<file path="src/rtl/twi_pkg.sv">
// Shared types for the two-wire register slave.
// Assumes: one bit engine per slave, bytes of eight bits.
package twi_pkg;

    // Bit engine phase.
    typedef enum logic [2:0] {
        ST_IDLE,
        ST_RX,
        ST_ACK,
        ST_TX,
        ST_TXACK,
        ST_SKIP
    } twi_state_e;

    // Meaning of the byte currently being received.
    typedef enum logic [1:0] {
        BK_ID,
        BK_INSTR,
        BK_DATA,
        BK_EXTRA
    } byte_kind_e;

endpackage

</file>
<file path="src/rtl/twi_cond_detect.sv">
// Line conditioner: synchronises SCL and SDA into clk and flags SCL edges,
// START (SDA falls while SCL high) and STOP (SDA rises while SCL high).
// Assumes: clk is several times faster than SCL; SYNC_STAGES >= 2.
module twi_cond_detect #(
    parameter int SYNC_STAGES = 2
) (
    input  logic clk,
    input  logic rst_n,
    input  logic scl_i,
    input  logic sda_i,
    output logic sda_lvl,
    output logic scl_rise,
    output logic scl_fall,
    output logic start_det,
    output logic stop_det
);
    logic [SYNC_STAGES-1:0] scl_sh;
    logic [SYNC_STAGES-1:0] sda_sh;
    logic                   scl_lvl;
    logic                   scl_prev;
    logic                   sda_prev;

    // Synchroniser chains; the idle bus is high.
    always_ff @(posedge clk) begin
        if (!rst_n) begin
            scl_sh <= '1;
            sda_sh <= '1;
        end else begin
            scl_sh <= {scl_sh[SYNC_STAGES-2:0], scl_i};
            sda_sh <= {sda_sh[SYNC_STAGES-2:0], sda_i};
        end
    end

    assign scl_lvl = scl_sh[SYNC_STAGES-1];
    assign sda_lvl = sda_sh[SYNC_STAGES-1];

    // One-cycle history for edge detection.
    always_ff @(posedge clk) begin
        if (!rst_n) begin
            scl_prev <= 1'b1;
            sda_prev <= 1'b1;
        end else begin
            scl_prev <= scl_lvl;
            sda_prev <= sda_lvl;
        end
    end

    assign scl_rise  = scl_lvl & ~scl_prev;
    assign scl_fall  = ~scl_lvl & scl_prev;
    assign start_det = scl_lvl & scl_prev & sda_prev & ~sda_lvl;
    assign stop_det  = scl_lvl & scl_prev & ~sda_prev & sda_lvl;

endmodule

</file>
<file path="src/rtl/twi_busy_timer.sv">
// Internal write-cycle timer: an arm pulse keeps busy high for exactly
// WRITE_CYCLES clocks.
// Assumes: arm is not pulsed while busy (the bit engine refuses commands then).
module twi_busy_timer #(
    parameter int WRITE_CYCLES = 250000
) (
    input  logic clk,
    input  logic rst_n,
    input  logic arm,
    output logic busy
);
    localparam int CW = $clog2(WRITE_CYCLES + 1);

    logic [CW-1:0] remain;

    // Down-counter; reloaded by arm.
    always_ff @(posedge clk) begin
        if (!rst_n) begin
            remain <= '0;
        end else if (arm) begin
            remain <= CW'(WRITE_CYCLES);
        end else if (remain != '0) begin
            remain <= remain - 1'b1;
        end
    end

    assign busy = (remain != '0);

endmodule

</file>
<file path="src/rtl/twi_regfile.sv">
// Register file: N_REGS registers of DW bits with one write port, one
// combinational read port and a flat parallel view.
// Assumes: raddr and waddr are always below N_REGS (N_REGS is a power of two).
module twi_regfile #(
    parameter int N_REGS = 4,
    parameter int DW     = 8,
    localparam int AW    = $clog2(N_REGS)
) (
    input  logic               clk,
    input  logic               rst_n,
    input  logic               we,
    input  logic [AW-1:0]      waddr,
    input  logic [DW-1:0]      wdata,
    input  logic [AW-1:0]      raddr,
    output logic [DW-1:0]      rdata,
    output logic [N_REGS*DW-1:0] regs_flat
);
    logic [DW-1:0] mem [N_REGS];

    for (genvar gi = 0; gi < N_REGS; gi++) begin : g_reg
        // Storage for one register.
        always_ff @(posedge clk) begin
            if (!rst_n) begin
                mem[gi] <= '0;
            end else if (we && waddr == AW'(gi)) begin
                mem[gi] <= wdata;
            end
        end
        assign regs_flat[gi*DW +: DW] = mem[gi];
    end

    assign rdata = mem[raddr];

endmodule

</file>
<file path="src/rtl/twi_xfer_fsm.sv">
// Byte engine: receives the identification, instruction and data bytes,
// drives acknowledge and read data, issues register writes, and requests
// the write-cycle timer when a store command is closed by STOP.
// Assumes: conditions and edges come from twi_cond_detect.
module twi_xfer_fsm
    import twi_pkg::*;
#(
    parameter logic [3:0] DEV_TYPE = 4'b0101,
    parameter logic [2:0] OP_READ  = 3'b100,
    parameter logic [2:0] OP_WRITE = 3'b101,
    parameter logic [2:0] OP_STORE = 3'b110,
    parameter int         AW       = 2
) (
    input  logic          clk,
    input  logic          rst_n,
    input  logic          sda_lvl,
    input  logic          scl_rise,
    input  logic          scl_fall,
    input  logic          start_det,
    input  logic          stop_det,
    input  logic [1:0]    addr_pins,
    input  logic          busy,
    input  logic [7:0]    rdata,
    output logic          sda_oe,
    output logic          we,
    output logic [AW-1:0] ptr,
    output logic [7:0]    wdata,
    output logic          arm,
    output twi_state_e    state
);
    byte_kind_e  kind;
    logic [3:0]  cnt;
    logic [7:0]  sr;
    logic [7:0]  tx_sr;
    logic [2:0]  op_q;
    logic        rw;
    logic        mack;
    logic        store_pend;
    logic        id_ok;
    logic        op_ok;

    assign id_ok = (sr[7:4] == DEV_TYPE) && (sr[3:2] == addr_pins) && !busy;
    assign op_ok = (sr[7:5] == OP_READ) || (sr[7:5] == OP_WRITE)
                || (sr[7:5] == OP_STORE);

    // Main sequencer: conditions first, then per-phase SCL edge handling.
    always_ff @(posedge clk) begin
        if (!rst_n) begin
            state      <= ST_IDLE;
            kind       <= BK_ID;
            cnt        <= '0;
            sr         <= '0;
            tx_sr      <= '0;
            op_q       <= '0;
            rw         <= 1'b0;
            mack       <= 1'b0;
            store_pend <= 1'b0;
            ptr        <= '0;
            wdata      <= '0;
            we         <= 1'b0;
            arm        <= 1'b0;
        end else begin
            we  <= 1'b0;
            arm <= 1'b0;
            if (start_det) begin
                state      <= ST_RX;
                kind       <= BK_ID;
                cnt        <= '0;
                store_pend <= 1'b0;
            end else if (stop_det) begin
                state      <= ST_IDLE;
                arm        <= store_pend;
                store_pend <= 1'b0;
            end else begin
                case (state)
                    ST_RX: begin
                        if (scl_rise && cnt != 4'd8) begin
                            sr  <= {sr[6:0], sda_lvl};
                            cnt <= cnt + 4'd1;
                        end else if (scl_fall && cnt == 4'd8) begin
                            case (kind)
                                BK_ID: begin
                                    if (id_ok) begin
                                        state <= ST_ACK;
                                        rw    <= sr[0];
                                        kind  <= BK_INSTR;
                                    end else begin
                                        state <= ST_SKIP;
                                    end
                                end
                                BK_INSTR: begin
                                    if (op_ok) begin
                                        state <= ST_ACK;
                                        op_q  <= sr[7:5];
                                        ptr   <= sr[AW-1:0];
                                        kind  <= (sr[7:5] == OP_READ) ? BK_EXTRA : BK_DATA;
                                    end else begin
                                        state <= ST_SKIP;
                                    end
                                end
                                BK_DATA: begin
                                    state <= ST_ACK;
                                    we    <= 1'b1;
                                    wdata <= sr;
                                    kind  <= BK_EXTRA;
                                    if (op_q == OP_STORE) begin
                                        store_pend <= 1'b1;
                                    end
                                end
                                default: state <= ST_SKIP;
                            endcase
                        end
                    end
                    ST_ACK: begin
                        if (scl_fall) begin
                            cnt <= '0;
                            if (rw) begin
                                state <= ST_TX;
                                tx_sr <= rdata;
                            end else begin
                                state <= ST_RX;
                            end
                        end
                    end
                    ST_TX: begin
                        if (scl_fall) begin
                            if (cnt == 4'd7) begin
                                state <= ST_TXACK;
                            end else begin
                                tx_sr <= {tx_sr[6:0], 1'b0};
                                cnt   <= cnt + 4'd1;
                            end
                        end
                    end
                    ST_TXACK: begin
                        if (scl_rise) begin
                            mack <= ~sda_lvl;
                        end else if (scl_fall) begin
                            if (mack) begin
                                state <= ST_TX;
                                tx_sr <= rdata;
                                cnt   <= '0;
                            end else begin
                                state <= ST_SKIP;
                            end
                        end
                    end
                    default: ;
                endcase
            end
        end
    end

    // Open-drain drive: acknowledge, or a zero data bit while sending.
    assign sda_oe = (state == ST_ACK) || (state == ST_TX && !tx_sr[7]);

endmodule

</file>
<file path="src/rtl/twi_reg_slave.sv">
// Top: two-wire register slave with a timed internal write cycle during
// which its own address is not acknowledged.
// Assumes: clk much faster than SCL; no clock stretching; 7-bit addressing.
module twi_reg_slave
    import twi_pkg::*;
#(
    parameter logic [3:0] DEV_TYPE     = 4'b0101,
    parameter logic [2:0] OP_READ      = 3'b100,
    parameter logic [2:0] OP_WRITE     = 3'b101,
    parameter logic [2:0] OP_STORE     = 3'b110,
    parameter int         N_REGS       = 4,
    parameter int         WRITE_CYCLES = 250000,
    parameter int         SYNC_STAGES  = 2,
    localparam int        DW           = 8,
    localparam int        AW           = $clog2(N_REGS)
) (
    input  logic                 clk,
    input  logic                 rst_n,
    input  logic                 scl_i,
    input  logic                 sda_i,
    input  logic [1:0]           addr_pins,
    output logic                 sda_oe,
    output logic [N_REGS*DW-1:0] reg_vals
);
    logic          sda_lvl;
    logic          scl_rise;
    logic          scl_fall;
    logic          start_det;
    logic          stop_det;
    logic          busy;
    logic          store_arm;
    logic          reg_we;
    logic [AW-1:0] reg_ptr;
    logic [DW-1:0] reg_wdata;
    logic [DW-1:0] reg_rdata;
    twi_state_e    eng_state;

    twi_cond_detect #(.SYNC_STAGES(SYNC_STAGES)) u_cond (
        .clk      (clk),
        .rst_n    (rst_n),
        .scl_i    (scl_i),
        .sda_i    (sda_i),
        .sda_lvl  (sda_lvl),
        .scl_rise (scl_rise),
        .scl_fall (scl_fall),
        .start_det(start_det),
        .stop_det (stop_det)
    );

    twi_xfer_fsm #(
        .DEV_TYPE(DEV_TYPE),
        .OP_READ (OP_READ),
        .OP_WRITE(OP_WRITE),
        .OP_STORE(OP_STORE),
        .AW      (AW)
    ) u_fsm (
        .clk      (clk),
        .rst_n    (rst_n),
        .sda_lvl  (sda_lvl),
        .scl_rise (scl_rise),
        .scl_fall (scl_fall),
        .start_det(start_det),
        .stop_det (stop_det),
        .addr_pins(addr_pins),
        .busy     (busy),
        .rdata    (reg_rdata),
        .sda_oe   (sda_oe),
        .we       (reg_we),
        .ptr      (reg_ptr),
        .wdata    (reg_wdata),
        .arm      (store_arm),
        .state    (eng_state)
    );

    twi_busy_timer #(.WRITE_CYCLES(WRITE_CYCLES)) u_timer (
        .clk  (clk),
        .rst_n(rst_n),
        .arm  (store_arm),
        .busy (busy)
    );

    twi_regfile #(.N_REGS(N_REGS), .DW(DW)) u_regs (
        .clk      (clk),
        .rst_n    (rst_n),
        .we       (reg_we),
        .waddr    (reg_ptr),
        .wdata    (reg_wdata),
        .raddr    (reg_ptr),
        .rdata    (reg_rdata),
        .regs_flat(reg_vals)
    );

endmodule

</file>
<file path="config.mk">
export PLATFORM = sky130hd
export DESIGN_NAME = twi_reg_slave
export DESIGN_NICKNAME = d
export VERILOG_FILES = /design/src/rtl/twi_pkg.sv /design/src/rtl/twi_cond_detect.sv /design/src/rtl/twi_busy_timer.sv /design/src/rtl/twi_regfile.sv /design/src/rtl/twi_xfer_fsm.sv /design/src/rtl/twi_reg_slave.sv
export SDC_FILE = /design/constraint.sdc
export NUM_CORES = 1
export LEC_CHECK = 0
export BUFFER_PORTS_ARGS = -buffer_cell sky130_fd_sc_hd__buf_2
export CORE_UTILIZATION = 60
export DETAILED_ROUTE_END_ITERATION = 10
export PLACE_DENSITY = 0.81
export RECOVER_POWER = 100
export SETUP_SLACK_MARGIN = 0.2
export SLEW_MARGIN = 20
export SYNTH_ARGS = -nofsm -noshare
export SYNTH_HDL_FRONTEND = slang
export SYNTH_HIERARCHICAL = 1
export SYNTH_SLANG_ARGS = --single-unit
</file>
<file path="constraint.sdc">
create_clock -name clk -period 5.5 [get_ports clk]
set_clock_uncertainty 0.05 [all_clocks]
set_input_delay 0 -clock clk [delete_from_list [all_inputs] [get_ports clk]]
set_output_delay 0 -clock clk [all_outputs]
set_load 0.05 [all_outputs]
</file>
# --- After elaboration in Yosys (flattened, before gate mapping) ---
# Memories as Yosys holds them, arrays and structs flattened. A register that Yosys moved wholly into a read port is not among the register bits.
# Index checks and enable logic that the tools add are counted.
classes:
  add_sub_neg: 2
  n_eq_ne: 38
  muxes: 57
  bitwise_logic: 21
  n_reduce_logical: 38
ops:
  columns: ["cell", "count"]
  rows:
  - ["2-to-1 mux 8 bit", 11]
  - ["2-to-1 mux 18 bit", 2]
  - ["2-to-1 mux 3 bit", 10]
  - ["2-to-1 mux 4 bit", 7]
  - ["case mux 8 bit (3 select lines)", 1]
  - ["AND reduction 7 bit", 3]
  - ["!= test 2 x 1 -> 1 bit, second input constant", 10]
  - ["!= test 4 x 3 -> 1 bit, second input constant", 5]
  - ["nonzero test 18 bit", 1]
  - ["subtractor 18 x 1 -> 18 bit, second input constant", 1]
  - ["2-to-1 mux 1 bit", 17]
  - ["case mux 4 bit (4 select lines)", 1]
  - ["AND reduction 8 bit", 2]
  - ["equality test 3 bit, second input constant", 5]
  - ["!= test 4 bit, second input constant", 3]
  - ["case mux 3 bit (4 select lines)", 1]
  - ["2-to-1 mux 2 bit", 5]
  - ["NOT 1 bit", 10]
  - ["AND reduction 10 bit", 1]
  - ["logical AND 1 bit", 9]
  - ["case mux 3 bit (3 select lines)", 1]
  - ["AND reduction 9 bit", 1]
  - ["equality test 4 x 3 -> 1 bit, second input constant", 2]
  - ["AND reduction 4 bit", 2]
  - ["23 further kinds", 45]
word_totals:
  ff_bits: 67
  mem_bits_rw: 32
  input_bits: 6
  out_inout_bits: 33
  word_cells: 177
  mem_count: 1
memory_table:
  columns: ["name", "depth", "word_bits", "rd", "rd_ports_with_merged_regs", "wr", "line", "source"]
  rows:
  - ["u_regs.mem", 4, 8, 5, 1, 4, "twi_regfile.sv:18", "logic [DW-1:0] mem [N_REGS];"]

# --- Depth between registers and ports, before layout ---
depth:
  ltp_word: 10
  ltp_mapped: 9
  depth_no_buf: 9

# --- Cells and area by module ---
# Netlist, hierarchy kept.
modules_own_cells:
  columns: ["mod", "n_inst", "cells_per_inst", "area_each_um2", "seq_area_each_um2"]
  rows:
  - ["twi_xfer_fsm", 1, 226, 2185.8, 860.8]
  - ["twi_regfile", 1, 85, 1432.6, 960.9]
  - ["twi_busy_timer", 1, 123, 998.5, 360.3]
  - ["twi_cond_detect", 1, 16, 190.2, 120.1]

# --- Worst setup path after synthesis ---
# OpenSTA, ideal clock, no wires.
synth_timing:
  path_kind: "reg2reg"
  start: "reg u_timer.remain[14]"
  end: "reg u_fsm.state[0]"
  setup_ns: 0.133
  arrival_time_ns: 2.945
  required_ns: 5.317
  slack_ns: 2.373
  path_stages_with_launch: 10
  path_buffers: 1
  synth_period_minus_slack_ns: 3.127
  path_cell_list: "dfxtp_1 or4_1 clkbuf_1 or2_2 or4_1 nand4bb_1 o41ai_1 nand3b_1 a2111oi_0 nor3b_1"
synth_via:
  elab_chain_cells: 10
synth_rtl:
  columns: ["element", "line", "source"]
  rows:
  - ["from (decl)", "twi_busy_timer.sv:14", "logic [CW-1:0] remain;"]
  - ["from (signal assigned)", "twi_busy_timer.sv:21", "remain <= CW'(WRITE_CYCLES);"]
  - ["from (signal assigned)", "twi_busy_timer.sv:23", "remain <= remain - 1'b1;"]
  - ["nonzero test 18 bit", "twi_busy_timer.sv:27", "assign busy = (remain != '0);"]
  - ["via busy", "twi_reg_slave.sv:30", "logic busy;"]
  - ["zero test 1 bit", "twi_xfer_fsm.sv:42", "assign id_ok = (sr[7:4] == DEV_TYPE) && (sr[3:2] == addr_pins) && !busy;"]
  - ["logical AND 1 bit", "twi_xfer_fsm.sv:42", null]
  - ["2-to-1 mux 3 bit", "twi_xfer_fsm.sv:83", "if (id_ok) begin"]
  - ["case mux 3 bit (3 select lines)", "twi_xfer_fsm.sv:81", "case (kind)"]
  - ["2-to-1 mux 3 bit", "twi_xfer_fsm.sv:80", "end else if (scl_fall && cnt == 4'd8) begin"]
  - ["2-to-1 mux 3 bit", "twi_xfer_fsm.sv:77", "if (scl_rise && cnt != 4'd8) begin"]
  - ["case mux 3 bit (4 select lines)", "twi_xfer_fsm.sv:75", "case (state)"]
  - ["2-to-1 mux 1 bit", "twi_xfer_fsm.sv:70", "end else if (stop_det) begin"]
  - ["2-to-1 mux 1 bit", "twi_xfer_fsm.sv:65", "if (start_det) begin"]
  - ["to (signal assigned)", "twi_xfer_fsm.sv:66", "state <= ST_RX;"]
  - ["to (signal assigned)", "twi_xfer_fsm.sv:71", "state <= ST_IDLE;"]
  - ["to (signal assigned)", "twi_xfer_fsm.sv:84", "state <= ST_ACK;"]
  - ["to (decl)", "twi_xfer_fsm.sv:29", "output twi_state_e state"]
# The timed path passes the listed nets, and every way through them passes these cells. The select of a mux whose other input is x is not followed.
# A chain may end at the register's enable or synchronous reset.

# --- Worst setup path after layout ---
# Same ends and word-level chain as after synthesis.

==> flow_summary.rst <==
.. list-table::
   :header-rows: 1

   * - Metric
     - Value
   * - Number of cells traversed by the worst hold path
     - 3
   * - Iteration-0 DRC Markers
     - 203
   * - Number of iterations in the first detailed-routing pass
     - 5
   * - Max Root-Sink Buffers
     - 2
   * - Weighted congestion reported at the end of routability-driven placement
     - 0.876
   * - Std-Cell Rows
     - 32
   * - Clock-pin slew on the worst setup and hold paths
     - 0.10 ns
   * - Pwr dens
     - 398 mW/mm^2
   * - Number of enable-type register cells in the synthesized netlist
     - 32
   * - Sequential area share after synthesis
     - 47.9%
   * - Gr usage total
     - 26.0%
   * - Number of I/O pins
     - 39
   * - Nets in the synthesized netlist
     - 464
   * - Setup violations, final
     - 0
   * - Critical Path Fanout Max
     - 7
   * - Commonest register cell after synthesis
     - dfxtp_1
   * - Core ar.
     - 0.00773 mm^2
   * - Violations in the final reports
     - max-capacitance violations, max-slew violations
   * - Setup repair after global routing missed its margin
     - false
   * - Cell-internal power
     - 0.00130 W
   * - CP Data Required Time
     - 5.67 ns
   * - Maximum number of pins on one net before global-route repair
     - 52
   * - WS Path Type
     - flop to flop
   * - Via-per-instance ratio
     - 6.18
   * - First-pass GRT wire length
     - 16900 um
   * - Sort of element at the start of the critical path
     - flop
   * - Total of warnings raised by yosys
     - 6
   * - Highest-count cells in the layout ignoring fill and taps
     - dfxtp_1, clkbuf_1, mux2i_1, edfxtp_1, nand2_1
   * - Leftover overflow at the end of global routing
     - 0
   * - Buffers inserted during post-CTS setup optimization
     - 0
   * - Post-synthesis instance total
     - 450
   * - Port buffer count
     - 38
   * - Transition time at the pin with the least slew margin
     - 1.85 ns
   * - Design Area, Final
     - 0.00520 mm^2
   * - CTS tree
     - yes
   * - Run status
     - finished with violations
   * - Crit path capture type
     - flop
   * - Fraction of final layout cells with drive strength greater than 1
     - 7.98%
   * - H-tree levels
     - 3
   * - Worst setup slack for register-to-register paths
     - 1.89 ns
   * - Yosys cell types
     - 64
   * - Fin. max-slew vios
     - 52
   * - Final core utilization
     - 67.3%
   * - Width of the chip
     - 91.5 um
   * - Total clock sinks
     - 99
   * - Avg WL per Cell
     - 17.4 um
   * - Origin of the critical flop-to-flop path
     - u_timer/remain[14]
   * - Final nets
     - 498
   * - Remaining antenna violation count after routing
     - 0
   * - Combinational cell fraction of total power
     - 32.2%
   * - Worst-skew pair later-pin latency
     - 0.35 ns
   * - Proportion of synthesized flip-flops having asynchronous set or reset
     - 0%
   * - Final setup TNS
     - 0 ns
   * - Final wirelength
     - 10300 um
   * - Final cell count without fillers
     - 591
   * - Num CTS Buffers
     - 9
   * - Final period utilization
     - 65.5%
   * - Maximum VDD drop
     - 0.252 mV
   * - Post-synth design cell area
     - 0.00481 mm^2
   * - Overall die area
     - 0.00837 mm^2
   * - Endpoints failing hold
     - 0
   * - Number of synthesized register bits
     - 99
   * - Initial Utilization
     - 62.2%
   * - Vias post-DR
     - 3651
   * - Peak clock frequency supported by timing
     - 277 MHz
   * - Class of the worst hold path
     - input pin to flop
   * - Reg2Reg Depth
     - 8
   * - Count of placed standard cells including taps
     - 573
   * - Switching power
     - 0.000768 W
   * - Antenna Cells
     - 0
   * - Filler Cell Count
     - 609
   * - Count of cells resized by post-cts repair
     - 0
   * - Sw Ratio
     - 37.1%
   * - Worst EP arrival
     - 3.77 ns
   * - Vias in the first global route
     - 3457
   * - Clock period minus final worst setup slack
     - 3.61 ns
   * - Drc violations
     - 0
   * - Placed Area
     - 0.00503 mm^2
   * - HPWL reported at the end of detailed placement
     - 7120 um
   * - Final hold slack
     - 0.315 ns
   * - Most common cell after layout, fill and taps aside
     - dfxtp_1
   * - Count of hold-fix buffers inserted at cts
     - 2
   * - CP startpoint
     - u_timer/remain[14]
   * - Die boundary height
     - 91.5 um
   * - Number of max-capacitance violations reported
     - 1
   * - Fraction of power consumed by sequential logic
     - 44.6%
   * - Growth of design area from synthesis to finish
     - 8.15%
   * - Clock root cell
     - clkbuf_8
   * - Synthesized area divided by synthesized cell count
     - 10.7 um^2
   * - Standby leakage power
     - 2.06 nW
   * - Number of antenna violations at the first check in global routing
     - 0
   * - Rel. slew slack
     - -23.2%
   * - R2R Path End
     - u_fsm/state[0]
   * - Worst Setup EP
     - u_fsm/state[0]
   * - Clock share of power
     - 23.1%
flip-flops by register name, indices dropped and copies added (netlist names), 2 cells and up:
signal and cells:
u_fsm/kind 2, u_fsm/sr 8, u_fsm/op_q 3, u_regs/mem 32
u_timer/remain 18, u_fsm/tx_sr 8, u_fsm/wdata 8, u_cond/sda_sh 2
u_fsm/ptr 2, u_cond/scl_sh 2, u_fsm/state 3, u_fsm/cnt 4
how the worst min path moves through the flow:
stage / slack, ns / endpoint / startpoint
detailed placement: 0.14 / u_cond/scl_sh[0] / scl_i
CTS: 0.13 / u_cond/scl_sh[0] / rst_n
floorplan: 0.02 / u_cond/scl_sh[1] / rst_n
finish: 0.32 / u_cond/scl_sh[0] / scl_i
global placement: 0.14 / u_cond/scl_sh[0] / scl_i
global route: 0.34 / u_cond/scl_sh[0] / scl_i
layout make-up:
| class | instances | area [um^2] | share of cell area [%] |
|---|---|---|---|
| Inverter | 11 | 41.3 | 0.794 |
| Sequential cell | 99 | 2300 | 44.3 |
| Timing Repair Buffer | 44 | 183 | 3.51 |
| Clock buffer | 9 | 124 | 2.38 |
| Clock inverter | 7 | 81.3 | 1.56 |
| Tap cell | 102 | 128 | 2.45 |
| Multi-Input combinational cell | 319 | 2340 | 45.0 |
through the flow:
step	power (W)	worst slack [ns]
2_1_floorplan	0.00146	2.37
3_3_place_gp	0.00156	2.17
3_5_place_dp	0.00159	1.92
4_1_cts	0.00207	1.89
5_1_grt	0.00219	1.64
6_report	0.00207	1.89
per-layer routing:
| layer | up-vias | wire length [um] | GRT usage (%) |
|---|---|---|---|
| met5 | - | 0 | 0 |
| met4 | 0 | 92 | 8.33 |
| met3 | 14 | 602 | 3.77 |
| met2 | 129 | 5140 | 43.2 |
| met1 | 1773 | 4450 | 35.1 |
| li1 | 1735 | - | - |
cell usage after synthesis (3+ instances only):
cell,instances,area share [%]
dfxtp_1,67,28
mux2i_1,34,7.1
and2_1,32,4.2
edfxtp_1,32,20
nand2_1,29,2.3
nor2b_1,26,3.4
a21oi_1,17,1.8
nor2_1,16,1.2
o21ai_0,14,1.5
clkbuf_1,12,0.94
nand2b_1,12,1.6
inv_1,11,0.86
or4_1,10,1.6
nor3_1,9,0.94
or3_1,9,1.2
ha_1,8,2.1
mux4_2,8,3.7
o211a_1,8,1.7
a2111oi_0,6,1.1
nand3_1,6,0.62
a31oi_1,5,0.65
and3_1,5,0.65
nor4_1,5,0.65
o31ai_1,5,0.78
and4b_1,4,0.83
nor3b_1,4,0.62
a211oi_1,3,0.47
buf_2,3,0.31
nand3b_1,3,0.47
or3b_2,3,0.55
cell families (layout without fill, tap and decap cells):
kind of cell / Yosys count / count (layout) / share of synthesized area [%]
adder cells (fa/ha/maj): 8 / 8 / 2.08
flip-flops: 99 / 99 / 47.9
multiplexers: 42 / 42 / 10.8
XOR/XNOR: 2 / 2 / 0.364
buffers and inverters: 32 / 71 / 3.36
AND/OR/NAND/NOR: 194 / 194 / 24.6
AO/OA/AOI/OAI: 73 / 73 / 10.9
power by group through the flow:
stage	clock (W)	combinational, W	sequential (W)
after floorplan	0	0.000532	0.000932
after global placement	0	0.000630	0.000928
after detailed placement	0	0.000657	0.000937
after CTS	0.000483	0.000669	0.000922
after global routing	0.000519	0.000736	0.000937
final	0.000479	0.000667	0.000924
critical path, cell delays in order (launching register included):
cell	delay [ns]
dfxtp_1	0.33
or4_1	0.63
or2_2	0.34
or4_1	0.51
nand4bb_1	0.24
o41ai_1	0.65
nand3b_1	0.15
a2111oi_0	0.44
nor3b_1	0.11
Power figures use the tool's default switching activity.
